--- src/rtl/fxtx_pkg.sv ---
package fxtx_pkg;
  localparam int NIB_W = 4;
  localparam int CG_W  = 5;

  typedef enum logic [1:0] {FR_IDLE, FR_LEAD, FR_DATA, FR_TAIL} fr_state_e;

  localparam logic [CG_W-1:0] CG_IDLE = 5'b11111;
  localparam logic [CG_W-1:0] CG_J    = 5'b11000;
  localparam logic [CG_W-1:0] CG_K    = 5'b10001;
  localparam logic [CG_W-1:0] CG_T    = 5'b01101;
  localparam logic [CG_W-1:0] CG_R    = 5'b00111;

  function automatic logic [CG_W-1:0] map_nibble(input logic [NIB_W-1:0] n);
    logic [CG_W-1:0] c;
    case (n)
      4'h0: c = 5'b11110;
      4'h1: c = 5'b01001;
      4'h2: c = 5'b10100;
      4'h3: c = 5'b10101;
      4'h4: c = 5'b01010;
      4'h5: c = 5'b01011;
      4'h6: c = 5'b01110;
      4'h7: c = 5'b01111;
      4'h8: c = 5'b10010;
      4'h9: c = 5'b10011;
      4'hA: c = 5'b10110;
      4'hB: c = 5'b10111;
      4'hC: c = 5'b11010;
      4'hD: c = 5'b11011;
      4'hE: c = 5'b11100;
      default: c = 5'b11101;
    endcase
    return c;
  endfunction
endpackage

--- src/rtl/fxtx_serializer.sv ---
module fxtx_serializer
  import fxtx_pkg::*;
#(
  parameter int SYM_W = CG_W
) (
  input  logic             clk,
  input  logic             rst_ni,
  input  logic [SYM_W-1:0] cg_i,
  output logic             load_o,
  output logic             bit_o
);
  localparam int CNT_W = $clog2(SYM_W);
  localparam logic [CNT_W-1:0] LAST = CNT_W'(SYM_W - 1);

  logic [CNT_W-1:0] cnt_q, cnt_d;
  logic [SYM_W-1:0] sh_q, sh_d;

  always_comb begin
    load_o = (cnt_q == LAST);
    cnt_d  = load_o ? '0 : cnt_q + 1'b1;
    sh_d   = load_o ? cg_i : {1'b1, sh_q[SYM_W-1:1]};
    bit_o  = sh_q[0];
  end

  always_ff @(posedge clk or negedge rst_ni) begin
    if (!rst_ni) begin
      cnt_q <= '0;
      sh_q  <= '1;
    end else begin
      cnt_q <= cnt_d;
      sh_q  <= sh_d;
    end
  end

  p_take_single_r2: assert property (@(posedge clk) disable iff (!rst_ni)
    load_o |=> !load_o);
  p_load_lands_r10: assert property (@(posedge clk) disable iff (!rst_ni)
    load_o |=> (sh_q == $past(cg_i)));
endmodule

--- src/rtl/fxtx_framer.sv ---
module fxtx_framer
  import fxtx_pkg::*;
(
  input  logic             clk,
  input  logic             rst_ni,
  input  logic             load_i,
  input  logic             tx_en_i,
  input  logic [NIB_W-1:0] txd_i,
  output logic [CG_W-1:0]  cg_o
);
  fr_state_e st_q, st_d;

  always_comb begin
    st_d = st_q;
    cg_o = CG_IDLE;
    case (st_q)
      FR_IDLE: begin
        cg_o = tx_en_i ? CG_J : CG_IDLE;
        st_d = tx_en_i ? FR_LEAD : FR_IDLE;
      end
      FR_LEAD: begin
        cg_o = CG_K;
        st_d = FR_DATA;
      end
      FR_DATA: begin
        cg_o = tx_en_i ? map_nibble(txd_i) : CG_T;
        st_d = tx_en_i ? FR_DATA : FR_TAIL;
      end
      default: begin
        cg_o = CG_R;
        st_d = FR_IDLE;
      end
    endcase
  end

  always_ff @(posedge clk or negedge rst_ni) begin
    if (!rst_ni) st_q <= FR_IDLE;
    else if (load_i) st_q <= st_d;
  end

  p_frame_close_r6: assert property (@(posedge clk) disable iff (!rst_ni)
    (load_i && st_q == FR_DATA && !tx_en_i) |=> (st_q == FR_TAIL));
  p_lead_data_r9: assert property (@(posedge clk) disable iff (!rst_ni)
    (load_i && st_q == FR_LEAD) |=> (st_q == FR_DATA));
  p_hold_r2: assert property (@(posedge clk) disable iff (!rst_ni)
    !load_i |=> $stable(st_q));
endmodule

--- src/rtl/fxtx_scrambler.sv ---
module fxtx_scrambler #(
  parameter int              W    = 11,
  parameter int              TAP  = 9,
  parameter logic [W-1:0]    SEED = '1
) (
  input  logic clk,
  input  logic rst_ni,
  input  logic bit_i,
  output logic bit_o
);
  logic [W-1:0] s_q, s_d;
  logic         key;

  always_comb begin
    key   = s_q[W-1] ^ s_q[TAP-1];
    bit_o = bit_i ^ key;
    s_d   = {s_q[W-2:0], key};
  end

  always_ff @(posedge clk or negedge rst_ni) begin
    if (!rst_ni) s_q <= SEED;
    else         s_q <= s_d;
  end

  p_lfsr_live_r7: assert property (@(posedge clk) disable iff (!rst_ni)
    s_q != '0);
  p_lfsr_shift_r7: assert property (@(posedge clk) disable iff (!rst_ni)
    1'b1 |=> (s_q[W-1:1] == $past(s_q[W-2:0])));
endmodule

--- src/rtl/fxtx_mlt3.sv ---
module fxtx_mlt3 (
  input  logic       clk,
  input  logic       rst_ni,
  input  logic       bit_i,
  output logic [1:0] mlt3_o
);
  logic       nrzi_q, nrzi_d;
  logic       step;
  logic [1:0] ph_q, ph_d;

  always_comb begin
    nrzi_d = nrzi_q ^ bit_i;
    step   = nrzi_d ^ nrzi_q;
    ph_d   = step ? ph_q + 2'd1 : ph_q;
    case (ph_q)
      2'd1:    mlt3_o = 2'b01;
      2'd3:    mlt3_o = 2'b11;
      default: mlt3_o = 2'b00;
    endcase
  end

  always_ff @(posedge clk or negedge rst_ni) begin
    if (!rst_ni) begin
      nrzi_q <= 1'b0;
      ph_q   <= 2'd0;
    end else begin
      nrzi_q <= nrzi_d;
      ph_q   <= ph_d;
    end
  end

  p_mlt_code_r8: assert property (@(posedge clk) disable iff (!rst_ni)
    mlt3_o != 2'b10);
  p_mlt_hold_r8: assert property (@(posedge clk) disable iff (!rst_ni)
    !bit_i |=> $stable(mlt3_o));
  p_mlt_nojump_pos_r8: assert property (@(posedge clk) disable iff (!rst_ni)
    (mlt3_o == 2'b01) |=> (mlt3_o != 2'b11));
  p_mlt_nojump_neg_r8: assert property (@(posedge clk) disable iff (!rst_ni)
    (mlt3_o == 2'b11) |=> (mlt3_o != 2'b01));
endmodule

--- src/rtl/fx_tx_symbol_enc.sv ---
module fx_tx_symbol_enc
  import fxtx_pkg::*;
#(
  parameter int                 LFSR_W    = 11,
  parameter int                 LFSR_TAP  = 9,
  parameter logic [LFSR_W-1:0]  LFSR_SEED = '1
) (
  input  logic             clk,
  input  logic             rst_n,
  input  logic             tx_en,
  input  logic [NIB_W-1:0] txd,
  output logic             nib_take,
  output logic [1:0]       mlt3
);
  logic [1:0]      rst_sync_q;
  logic            rst_ni;
  logic [CG_W-1:0] cg;
  logic            ser_bit;
  logic            scr_bit;

  always_ff @(posedge clk or negedge rst_n) begin
    if (!rst_n) rst_sync_q <= 2'b00;
    else        rst_sync_q <= {rst_sync_q[0], 1'b1};
  end
  assign rst_ni = rst_sync_q[1];

  fxtx_framer u_framer (
    .clk     (clk),
    .rst_ni  (rst_ni),
    .load_i  (nib_take),
    .tx_en_i (tx_en),
    .txd_i   (txd),
    .cg_o    (cg)
  );

  fxtx_serializer #(.SYM_W(CG_W)) u_ser (
    .clk    (clk),
    .rst_ni (rst_ni),
    .cg_i   (cg),
    .load_o (nib_take),
    .bit_o  (ser_bit)
  );

  fxtx_scrambler #(.W(LFSR_W), .TAP(LFSR_TAP), .SEED(LFSR_SEED)) u_scr (
    .clk    (clk),
    .rst_ni (rst_ni),
    .bit_i  (ser_bit),
    .bit_o  (scr_bit)
  );

  fxtx_mlt3 u_line (
    .clk    (clk),
    .rst_ni (rst_ni),
    .bit_i  (scr_bit),
    .mlt3_o (mlt3)
  );

  p_reset_quiet_r1: assert property (@(posedge clk)
    !rst_ni |-> (mlt3 == 2'b00 && !nib_take));
endmodule

--- config.mk ---
export PLATFORM = sky130hd
export DESIGN_NAME = fx_tx_symbol_enc
export DESIGN_NICKNAME = d
export VERILOG_FILES = /design/src/rtl/fxtx_pkg.sv /design/src/rtl/fxtx_serializer.sv /design/src/rtl/fxtx_framer.sv /design/src/rtl/fxtx_scrambler.sv /design/src/rtl/fxtx_mlt3.sv /design/src/rtl/fx_tx_symbol_enc.sv
export SDC_FILE = /design/constraint.sdc
export NUM_CORES = 1
export LEC_CHECK = 0
export BUFFER_PORTS_ARGS = -buffer_cell sky130_fd_sc_hd__buf_2
export CORE_UTILIZATION = 49
export CTS_CLUSTER_SIZE = 30
export DETAILED_ROUTE_END_ITERATION = 7
export PLACE_DENSITY = 0.76
export SLEW_MARGIN = 0
export SYNTH_ARGS = -nofsm -noshare
export SYNTH_HDL_FRONTEND = slang
export SYNTH_HIERARCHICAL = 1
export SYNTH_SLANG_ARGS = --single-unit
--- constraint.sdc ---
create_clock -name clk -period 1.27 [get_ports clk]
set_clock_uncertainty 0.2 [all_clocks]
set_input_delay 0.127 -clock clk [delete_from_list [all_inputs] [get_ports clk]]
set_output_delay 0.127 -clock clk [all_outputs]
set_load 0.02 [all_outputs]
### After elaboration in Yosys (flattened, before gate mapping)

Memories as Yosys holds them, arrays and structs flattened.
Index checks and enable logic that the tools add are counted.

| word-level totals | value |
|---|---|
| bits in registers | 26 |
| memory bits (read-only) | 80 |
| input port bits | 7 |
| output and inout port bits | 3 |
| logic and storage cells | 29 |
| memories kept | 1 |

Memory list:

| name | depth | bits a word | read ports | clocked after memory_dff | wr ports | RTL line | text |
|---|---|---|---|---|---|---|---|
| (name not given) | 16 | 5 | 1 | 0 | 0 | fxtx_pkg.sv:15 | `case (n)` |

| operators by class | value |
|---|---|
| add/sub/neg operators | 2 |
| equality and inequality tests | 5 |
| mux-type cells | 9 |
| bitwise gates (word level) | 4 |
| reductions and logical operators | 1 |

Operator list:

| kind | count |
|---|---|
| $pmux 5 s3 | 1 |
| $mux 5 | 2 |
| $mux 3 | 2 |
| $pmux 2 s3 | 1 |
| $eq 2x1->1 const B | 2 |
| $eq 2x2->1 const B | 2 |
| $pmux 2 s2 | 1 |
| $xor 1x1->1 | 4 |
| $add 3x1->3 const B | 1 |
| $eq 3x3->1 const B | 1 |
| $add 2x1->2 const B | 1 |
| $logic_not 2->1 | 1 |
| $mux 1 | 2 |

### Logic depth before layout (Yosys ltp)

Gate-level depths: netlist (run 1).

| depth | value |
|---|---|
| depth after elaboration | 4 |
| depth in mapped cells | 6 |
| gate-level depth less buffers | 6 |

### Hierarchy

The synthesis (run 1) kept the hierarchy.

Modules (own cells, without submodules):

| module | times used | cells an instance | area each (um^2) | seq. area each (um^2) |
|---|---|---|---|---|
| fxtx_serializer | 1 | 22 | 340.3 | 206.4 |
| fxtx_scrambler | 1 | 13 | 321.6 | 289.0 |
| fxtx_framer | 1 | 36 | 259.0 | 50.0 |
| fxtx_mlt3 | 1 | 9 | 102.6 | 50.0 |
| fx_tx_symbol_enc | 1 | 3 | 53.8 | 50.0 |

### Worst setup path before layout (run 1)

Ideal clock, no wire load.

| timing | value |
|---|---|
| kind | reg2reg |
| from | register u_framer.st_q[0] |
| to | register u_ser.sh_q[0] |
| library setup time | 0.082 ns |
| arrival time | 1.379 ns |
| data required time | 0.988 ns |
| slack | -0.392 ns |
| cell stages (with the launch flop) | 7 |
| buffers on the path | 0 |
| clock period less this slack | 1.662 ns |
| cells stage by stage | dfrtp_1 inv_1 ha_1 nor2_2 a21oi_1 or3_1 mux2_4 |

| between the ends | value |
|---|---|
| cells in the longest elaborated chain, start to end | 3 |
| elaborated cells on any way between the ends | 5 |
| those cells by class | eq/ne (2); mux (2); reduce/logical (1) |

RTL lines:

| item | RTL line | text |
|---|---|---|
| start: declaration | fxtx_framer.sv:11 | `fr_state_e st_q, st_d;` |
| start signal: assignment | fxtx_framer.sv:38 | `else if (load_i) st_q <= st_d;` |
| $eq 2x2->1, or another cell as far along | fxtx_framer.sv:16 | `case (st_q)` |
| $pmux 5 s3 (*) | fxtx_framer.sv:16 |  |
| named net cg[0] | fx_tx_symbol_enc.sv:17 | `logic [CG_W-1:0] cg;` |
| $mux 5 (*) | fxtx_serializer.sv:21 | `sh_d = load_o ? cg_i : {1'b1, sh_q[SYM_W-1:1]};` |
| named net u_ser.sh_d[0] | fxtx_serializer.sv:16 | `logic [SYM_W-1:0] sh_q, sh_d;` |
| end signal: assignment | fxtx_serializer.sv:28 | `sh_q <= '1;` |
| end signal: assignment | fxtx_serializer.sv:31 | `sh_q <= sh_d;` |
| end: declaration | fxtx_serializer.sv:16 |  |

The timed path passes the listed nets; every way through them passes the cells marked *.
A chain may end at the register's enable or synchronous reset.

### Final worst setup path (run 1)

Same ends and word-level chain as after synthesis.

==> parameters.txt, run 1 <==
Parameter                              Value

Outcome
  Result of the run    finished with violations
  Violations in the final reports    negative setup slack

STA
  Period minus WS final    1.68 ns
  Max Freq    ~600 MHz
  Number of hold violations in the final report    0
  Number of slew-limit violations in the final report    0
  Total setup violations reported at the end of the flow    12
  Final hold slack    0.0250 ns
  Final worst setup slack    -0.406 ns
  Share of the clock period used by the worst path    132%
  Setup repair after global routing missed its margin    true

Yosys
  Sequential cell area fraction in the yosys report    59.9%
  Synthesized Nets    98
  Largest cells by area after synthesis    sky130_fd_sc_hd__dfstp_2 (39%), sky130_fd_sc_hd__dfrtp_1 (21%), sky130_fd_sc_hd__ha_1 (9.3%), sky130_fd_sc_hd__mux2_4 (5.6%), sky130_fd_sc_hd__a21oi_1 (3.3%)
  Number of distinct library cell variants in the gate-level netlist after synthesis    25
  Cell count after synthesis    between 80 and 90
  Number of synthesized register bits    25
  Top post-synthesis cells by count    sky130_fd_sc_hd__dfstp_2 (16), sky130_fd_sc_hd__dfrtp_1 (9), sky130_fd_sc_hd__inv_1 (9)
  Dominant synthesized flop cell    sky130_fd_sc_hd__dfstp_2
  Syn. warnings    6
  Number of synthesized flops with an enable pin    0
  Cell area after synthesis    1080 um2
  Top-area cell type share of the netlist area    39.0%
  Mean instance size in the synthesized netlist    13.0 um2
  Count leader, synth    sky130_fd_sc_hd__dfstp_2
  Cell type with the largest total area after synthesis    sky130_fd_sc_hd__dfstp_2
  Fraction of registers with async set or reset after synthesis    between 90% and 100%

Critical path
  Critical path data arrival time    around 1.7 ns
  Worst setup SP type    flop
  Critical setup path kind    reg2reg
  Crit path largest cell delay    about 0.43 ns
  Worst-path maximum fanout    4
  Ordered list of cells on the worst path    inv_2 > ha_4 > nor2_4 > a21oi_1 > or3_1 > mux2_4
  Slowest-stage cell, CP    sky130_fd_sc_hd__dfrtp_1
  CP Capture Type    flop
  Critical path data required time    1.32 ns

Global routing
  Number of global-route vias before repair    727
  Global-route met2 utilization    29.9%
  Grt ovf    0
  Most Crowded Layer GR    met2
  Met1 usage    23.2%
  Initial antenna violation count    0
  Largest net degree at the start of global routing    24
  Total global routing track utilization    17.9%
  Global-route wire length before repair    3190 um
  Global routing usage on met3    3.74%

Final layout
  Number of inserted diodes    0
  Layout cell share with drive strength beyond 1    65.2%
  Final Non-Filler Cells    142
  Number of fillers in the final layout    roughly 150
  Area delta synth->final    36.1%
  Layout Nets    ~130
  Fin util    between 70% and 80%
  Final non-filler cell area    1470 um2

Floorplan
  Core area    2020 um2
  Row cnt    16
  Starting Density    53.3%
  Die width    48.9 um
  Die height    slightly below 50 um
  Number of ports placed on the die boundary    10
  Die Outline Area    2390 um2

Detailed routing
  Count of unresolved DRC violations after routing    0
  Mean routed wirelength per cell    approximately 14 um
  Number of DRC markers after the initial detailed-route iteration    9
  Remaining antenna violation count    0
  Count of TritonRoute iterations in the first routing pass    4
  Per-cell via count in the routed design    4.89
  Routed Wire Length    2000 um
  Number of vias after detailed routing    695

Pwr
  Pwr per Cell Area    1770 nW/um2
  IR drop worst, VDD    1340 uV
  Reported leakage power    approximately 0.68 nW

Place
  Global placer's final weighted congestion    just under 0.8
  HPWL after detailed placement    between 1000 and 1500 um
  Pre-CTS setup slack    -0.376 ns
  Input/output buffers    9
  Area post-placement    roughly 1200 um2
  Instance count after placement with tap cells included    127

Run
  Maximum capacitance violations    0

CTS
  TritonCTS clock tree    yes
  Clock Pin Slew Worst Setup and Hold Paths    0.13 ns
  Maximum count of clock buffers along a single path    2
  Clock root buffer    sky130_fd_sc_hd__clkbuf_4
  Number of CTS-inserted buffers    3
  Max H-tree Level    1
  Number of clock sinks seen by CTS    25
  Clock latency on the worst-skew pair    0.31 ns

Worst hold path
  Hold/Removal Path Class    reg2async
-- worst max-delay path, delay by kind of cell (launching register included) --
kind                     cells  cell delay [ns]
flip-flops                   1             0.43
AND/OR/NAND/NOR              2             0.41
multiplexers                 1             0.27
adder cells (fa/ha/maj)      1             0.18
buffers and inverters        1             0.09
AO/OA/AOI/OAI                1             0.05
-- path summary, 6_finish.rpt --
| check | slack (ns) | end | startpoint | cells after the start |
|---|---|---|---|---|
| worst max-delay path | -0.41 | u_ser/sh_q[0] | u_framer/st_q[0] | 6 |
| worst min-delay path | 0.03 | u_framer/st_q[0] | rst_sync_q[1] | 1 |
| worst max register to register | -0.41 | u_ser/sh_q[0] | u_framer/st_q[0] | 6 |
| worst min register to register | 0.03 | u_framer/st_q[0] | rst_sync_q[1] | 1 |
| max in group asynchronous | 0.25 | rst_sync_q[1] | rst_n | 3 |
| min in group clk | 0.04 | u_ser/sh_q[4] | txd[3] | 3 |
-- layout make-up --
class,instances,area (um2),area share [%]
inverters,9,37.5,2.56
multi-input cells,49,489,33.4
well taps,27,33.8,2.30
clock inverters,1,7.51,0.512
flip-flops and latches,25,646,44.0
clock buffers,3,22.5,1.54
repair buffers,28,230,15.7
-- report_power, final --
group | internal [W] | switching, W | leakage (nW)
Clock | 0.000120 | 0.000223 | 0.0139
Combinational | 0.000675 | 0.000570 | 0.397
Sequential | 0.000917 | 0.0000880 | 0.270
-- logic make-up (layout without fill, tap and decap cells) --
family | count (synthesis) | after routing | share of synthesized area (%)
AO/OA/AOI/OAI | 14 | 14 | 7.90
flip-flops | 25 | 25 | 59.9
AND/OR/NAND/NOR | 17 | 17 | 8.01
buffers and inverters | 9 | 41 | 3.14
other | 1 | 1 | 0.348
XOR/XNOR | 3 | 3 | 3.83
multiplexers | 6 | 6 | 7.55
adder cells (fa/ha/maj) | 8 | 8 | 9.29
-- state kept, by name, indices dropped and copies added, names as in the netlist --
signal and flops:
u_ser/cnt_q 3, u_framer/st_q 2, u_scr/s_q 11, u_line/ph_q 2, rst_sync_q 2, u_ser/sh_q 5
-- cells in the final DEF (no fill, tap or decap) --
cell / netlist / final
sky130_fd_sc_hd__buf_6: 0 / 8
sky130_fd_sc_hd__nor2_4: 0 / 1
sky130_fd_sc_hd__dlygate4sd3_1: 0 / 2
sky130_fd_sc_hd__nor2_1: 6 / 5
sky130_fd_sc_hd__a21oi_2: 0 / 1
sky130_fd_sc_hd__a21oi_1: 7 / 6
sky130_fd_sc_hd__dfstp_2: 16 / 16
sky130_fd_sc_hd__inv_2: 0 / 6
sky130_fd_sc_hd__mux2_4: 4 / 5
sky130_fd_sc_hd__nor3_1: 1 / 1
sky130_fd_sc_hd__nor2_2: 1 / 1
sky130_fd_sc_hd__o221ai_1: 1 / 1
sky130_fd_sc_hd__nand2_4: 1 / 1
sky130_fd_sc_hd__nand2b_1: 1 / 1
sky130_fd_sc_hd__or2_4: 0 / 2
sky130_fd_sc_hd__o31ai_1: 1 / 1
sky130_fd_sc_hd__inv_1: 9 / 2
sky130_fd_sc_hd__nand3_1: 1 / 1
sky130_fd_sc_hd__or3_1: 1 / 1
sky130_fd_sc_hd__dfrtp_1: 9 / 9
sky130_fd_sc_hd__nand2_2: 0 / 2
sky130_fd_sc_hd__o41a_1: 1 / 1
sky130_fd_sc_hd__clkinvlp_4: 0 / 2
sky130_fd_sc_hd__o21ai_2: 0 / 3
sky130_fd_sc_hd__o211ai_1: 1 / 1
sky130_fd_sc_hd__xor3_1: 1 / 1
sky130_fd_sc_hd__xor2_1: 2 / 2
sky130_fd_sc_hd__clkbuf_4: 0 / 3
sky130_fd_sc_hd__ha_1: 8 / 2
sky130_fd_sc_hd__nand2_1: 3 / 1
sky130_fd_sc_hd__ha_2: 0 / 2
sky130_fd_sc_hd__mux2i_1: 1 / 1
sky130_fd_sc_hd__buf_2: 0 / 6
sky130_fd_sc_hd__ha_4: 0 / 4
sky130_fd_sc_hd__buf_4: 0 / 12
sky130_fd_sc_hd__conb_1: 1 / 1
-- routing by layer --
metal  vias to the layer above  wire, um  part of all wire [%]
met5                         -         0                     0
met3                         0        33                   1.7
li1                        340         -                     -
met2                         9      1050                    53
met4                         0         0                     0
met1                       346       913                    46
-- through the flow --
step,power (W),setup TNS (ns)
floorplan,0.00162,-1.25
global placement,0.00185,-1.87
detailed placement,0.00192,-2.11
CTS,0.00237,-3.00
global route,0.00275,-3.69
finish,0.00259,-3.03
-- what timing repair did --
item / 4_1_cts / 5_1_grt
gates cloned: 0 / 0
hold endpoints to repair: 2 / 0
endpoints found under the setup margin: 13 / 13
hold buffers: 2 / 0
pin swaps: 4 / 6
buffers inserted: 3 / 7
gates resized for setup: 8 / 25
(Power assumes the default switching activity.)
==> inputs of run 2 (changes only) <==
Settings changed: CELL_PAD_IN_SITES_DETAIL_PLACEMENT set to 1, CELL_PAD_IN_SITES_GLOBAL_PLACEMENT set to 2, CORE_UTILIZATION 49 to 39, PLACE_DENSITY 0.76 to 0.84.
==> run 2 against run 1 <==
  * The flow still finishes with violations (negative setup slack)
  * Fmax shrank 2.6%
  * Clock power grew 8.2%
  * Final cell count grew 3.5%
  * Sequential share of layout area shrank 1.3 points
  * Flip-flop and latch count is the same
  * Via count grew 6.3%
  * Non-clock buffer count grew 2
  * Design area grew 3.4%
  * Clock-buffer cell count is the same
  * Highest routed layer is now met4
==> parameters.txt, run 2 (synthesis results as in run 1) <==
Parameter                              Value

Detailed routing
  Met1 Routed Length    956 um
  Remaining antenna violation count    0
  Count of TritonRoute iterations in the first routing pass    3
  Per-cell via count in the routed design    5.03
  Met2 wire length    1400 um
  Mean routed wirelength per cell    ~17 um
  Number of vias after detailed routing    739
  Routed Wire Length    ~2500 um
  Number of DRC markers after the initial detailed-route iteration    3
  Met3 WL    43 um
  Count of unresolved DRC violations after routing    0
  Top layer used by detailed routing    met4

Final layout
  Most used cells in the layout excluding fill and tap cells    sky130_fd_sc_hd__dfstp_2 (16), sky130_fd_sc_hd__buf_4 (12), sky130_fd_sc_hd__buf_6 (10), sky130_fd_sc_hd__dfrtp_1 (7), sky130_fd_sc_hd__buf_2 (6)
  Layout Nets    133
  Number of flip-flops under the largest register name    11
  Fin util    59.6%
  Register with the most flip-flops    u_scr/s_q
  Number of inserted diodes    0
  Final Non-Filler Cells    147
  Final non-filler cell area    1520 um2
  Most frequent standard cell in the layout excluding fill and tap cells    sky130_fd_sc_hd__dfstp_2
  Number of fillers in the final layout    approximately 270
  Area delta synth->final    40.8%
  Layout cell share with drive strength beyond 1    70.9%
  Leading registers by flop count    u_scr/s_q (11), u_ser/sh_q (5), u_ser/cnt_q (3)

Critical path
  Critical setup path kind    reg2reg
  Ordered list of cells on the worst path    buf_4 > ha_2 > or3_1 > mux2_4
  CP Capture Type    flop
  Beginning of the worst register-to-register path    u_framer/st_q[0]
  Worst-path maximum fanout    4
  Launching instance or port of the critical path    u_framer/st_q[0]
  Worst setup SP type    flop
  Minimum setup slack among reg-to-reg paths    -0.45 ns
  CP Capture Point    u_ser/sh_q[0]
  Critical path data required time    1.34 ns
  Slowest-stage cell, CP    sky130_fd_sc_hd__dfrtp_2
  Number of gates on the worst path with buffers counted    4
  Critical path data arrival time    1.79 ns
  Dominant delay contributor by cell family on the critical path    flip-flops
  Buffers plus inverters on the worst setup path    1
  Reg-to-reg critical path endpoint    u_ser/sh_q[0]
  Worst reg-to-reg path cell count    4
  Crit path largest cell delay    0.48 ns

Outcome
  Violations in the final reports    negative setup slack
  Result of the run    finished with violations

Floorplan
  Core area    2540 um2
  Starting Density    42.3%
  Die Outline Area    2980 um2
  Die height    ~55 um
  Number of ports placed on the die boundary    10
  Row cnt    18
  Die width    54.6 um

CTS
  Clock latency on the worst-skew pair    ~0.33 ns
  Max H-tree Level    1
  Clock Pin Slew Worst Setup and Hold Paths    0.14 ns
  TritonCTS clock tree    yes
  Number of CTS-inserted buffers    3
  Maximum count of clock buffers along a single path    2
  Number of clock sinks seen by CTS    25
  Clock root buffer    sky130_fd_sc_hd__clkbuf_4

Pwr
  Net Sw Power    roughly 0.0010 W
  Reported leakage power    ~0.69 nW
  Clock power frac    between 10% and 20%
  Pwr per Cell Area    1870 nW/um2
  IR drop worst, VDD    1640 uV
  Fraction of power consumed by sequential logic    between 30% and 40%
  Internal power component    approximately 0.0018 W
  Switching part of the total power    35.1%
  Share of power burned in combinational logic    around 51%

Global routing
  Global-route wire length before repair    3890 um
  Initial antenna violation count    0
  Number of global-route vias before repair    around 800
  Largest net degree at the start of global routing    24
  Total global routing track utilization    about a fifth
  Grt ovf    0

Place
  Input/output buffers    9
  Area post-placement    1250 um2
  HPWL after detailed placement    1450 um
  Global placer's final weighted congestion    0.813
  Instance count after placement with tap cells included    130

STA
  Share of the clock period used by the worst path    136%
  Period minus WS final    1.72 ns
  Setup repair after global routing missed its margin    true
  Max Freq    approximately 580 MHz
  Number of slew-limit violations in the final report    0
  Final worst setup slack    -0.452 ns
  Number of hold violations in the final report    0
  Total setup violations reported at the end of the flow    13

Worst hold path
  Hold/Removal Path Class    in2reg

Run
  Maximum capacitance violations    0
run 2: per-layer routing:
layer,GRT usage (%),vias to the layer above
met5,0,-
met4,8.97,0
met3,5.00,4
met2,38.0,13
met1,21.3,380
li1,-,342
run 2: how the worst min path moves through the flow:
stage            from       endpoint  slack (ns)  depth (start not counted)
2_1_floorplan   rst_n  rst_sync_q[0]       -0.37                          0
3_3_place_gp    rst_n  rst_sync_q[1]       -0.29                          1
3_5_place_dp    rst_n  rst_sync_q[1]       -0.29                          1
4_1_cts        txd[3]  u_ser/sh_q[4]       0.004                          3
5_1_grt        txd[3]  u_ser/sh_q[4]       0.004                          3
6_report       txd[3]  u_ser/sh_q[4]       0.005                          3
run 2: layout make-up:
class                   count  area (um2)  area share [%]
well taps                  30        37.5            2.48
clock inverters             1        7.51           0.495
clock buffers               3        22.5            1.49
flip-flops and latches     25         648            42.7
multi-input cells          49         508            33.5
inverters                   9        40.0            2.64
repair buffers             30         253            16.7
run 2: through the flow:
| stage | setup WS (ns) | total power, W | TNS [ns] | hold slack (ns) |
|---|---|---|---|---|
| after floorplan | -0.325 | 0.00162 | -1.25 | -0.369 |
| after detailed placement | -0.412 | 0.00192 | -2.33 | -0.286 |
| after CTS | -0.419 | 0.00263 | -3.35 | 0.00445 |
| after global routing | -0.493 | 0.00305 | -4.28 | 0.00398 |
| final | -0.452 | 0.00284 | -3.54 | 0.00497 |
| after global placement | -0.347 | 0.00186 | -2.04 | -0.288 |
run 2: worst min-delay path: cells and delay by family:
kind            cells  cell delay (ns)
compound gates      1             0.16
simple gates        1             0.10
buf+inv             1             0.12
run 2: power by group through the flow:
| stage | Combinational, W | Sequential [W] | Clock (W) |
|---|---|---|---|
| 6_report | 0.00144 | 0.00103 | 0.000371 |
| 2_1_floorplan | 0.000623 | 0.00100 | 0 |
| 3_5_place_dp | 0.000906 | 0.00101 | 0 |
| 3_3_place_gp | 0.000862 | 0.00100 | 0 |
| 4_1_cts | 0.00123 | 0.00101 | 0.000391 |
| 5_1_grt | 0.00156 | 0.00105 | 0.000438 |
run 2: timing repair:
item,in CTS,in global routing
hold buffers,2,0
endpoints found under the setup margin,13,13
setup buffers,9,3
endpoints found under the hold margin,2,0
cloned,0,0
gates resized for setup,25,19
pin swaps,9,9
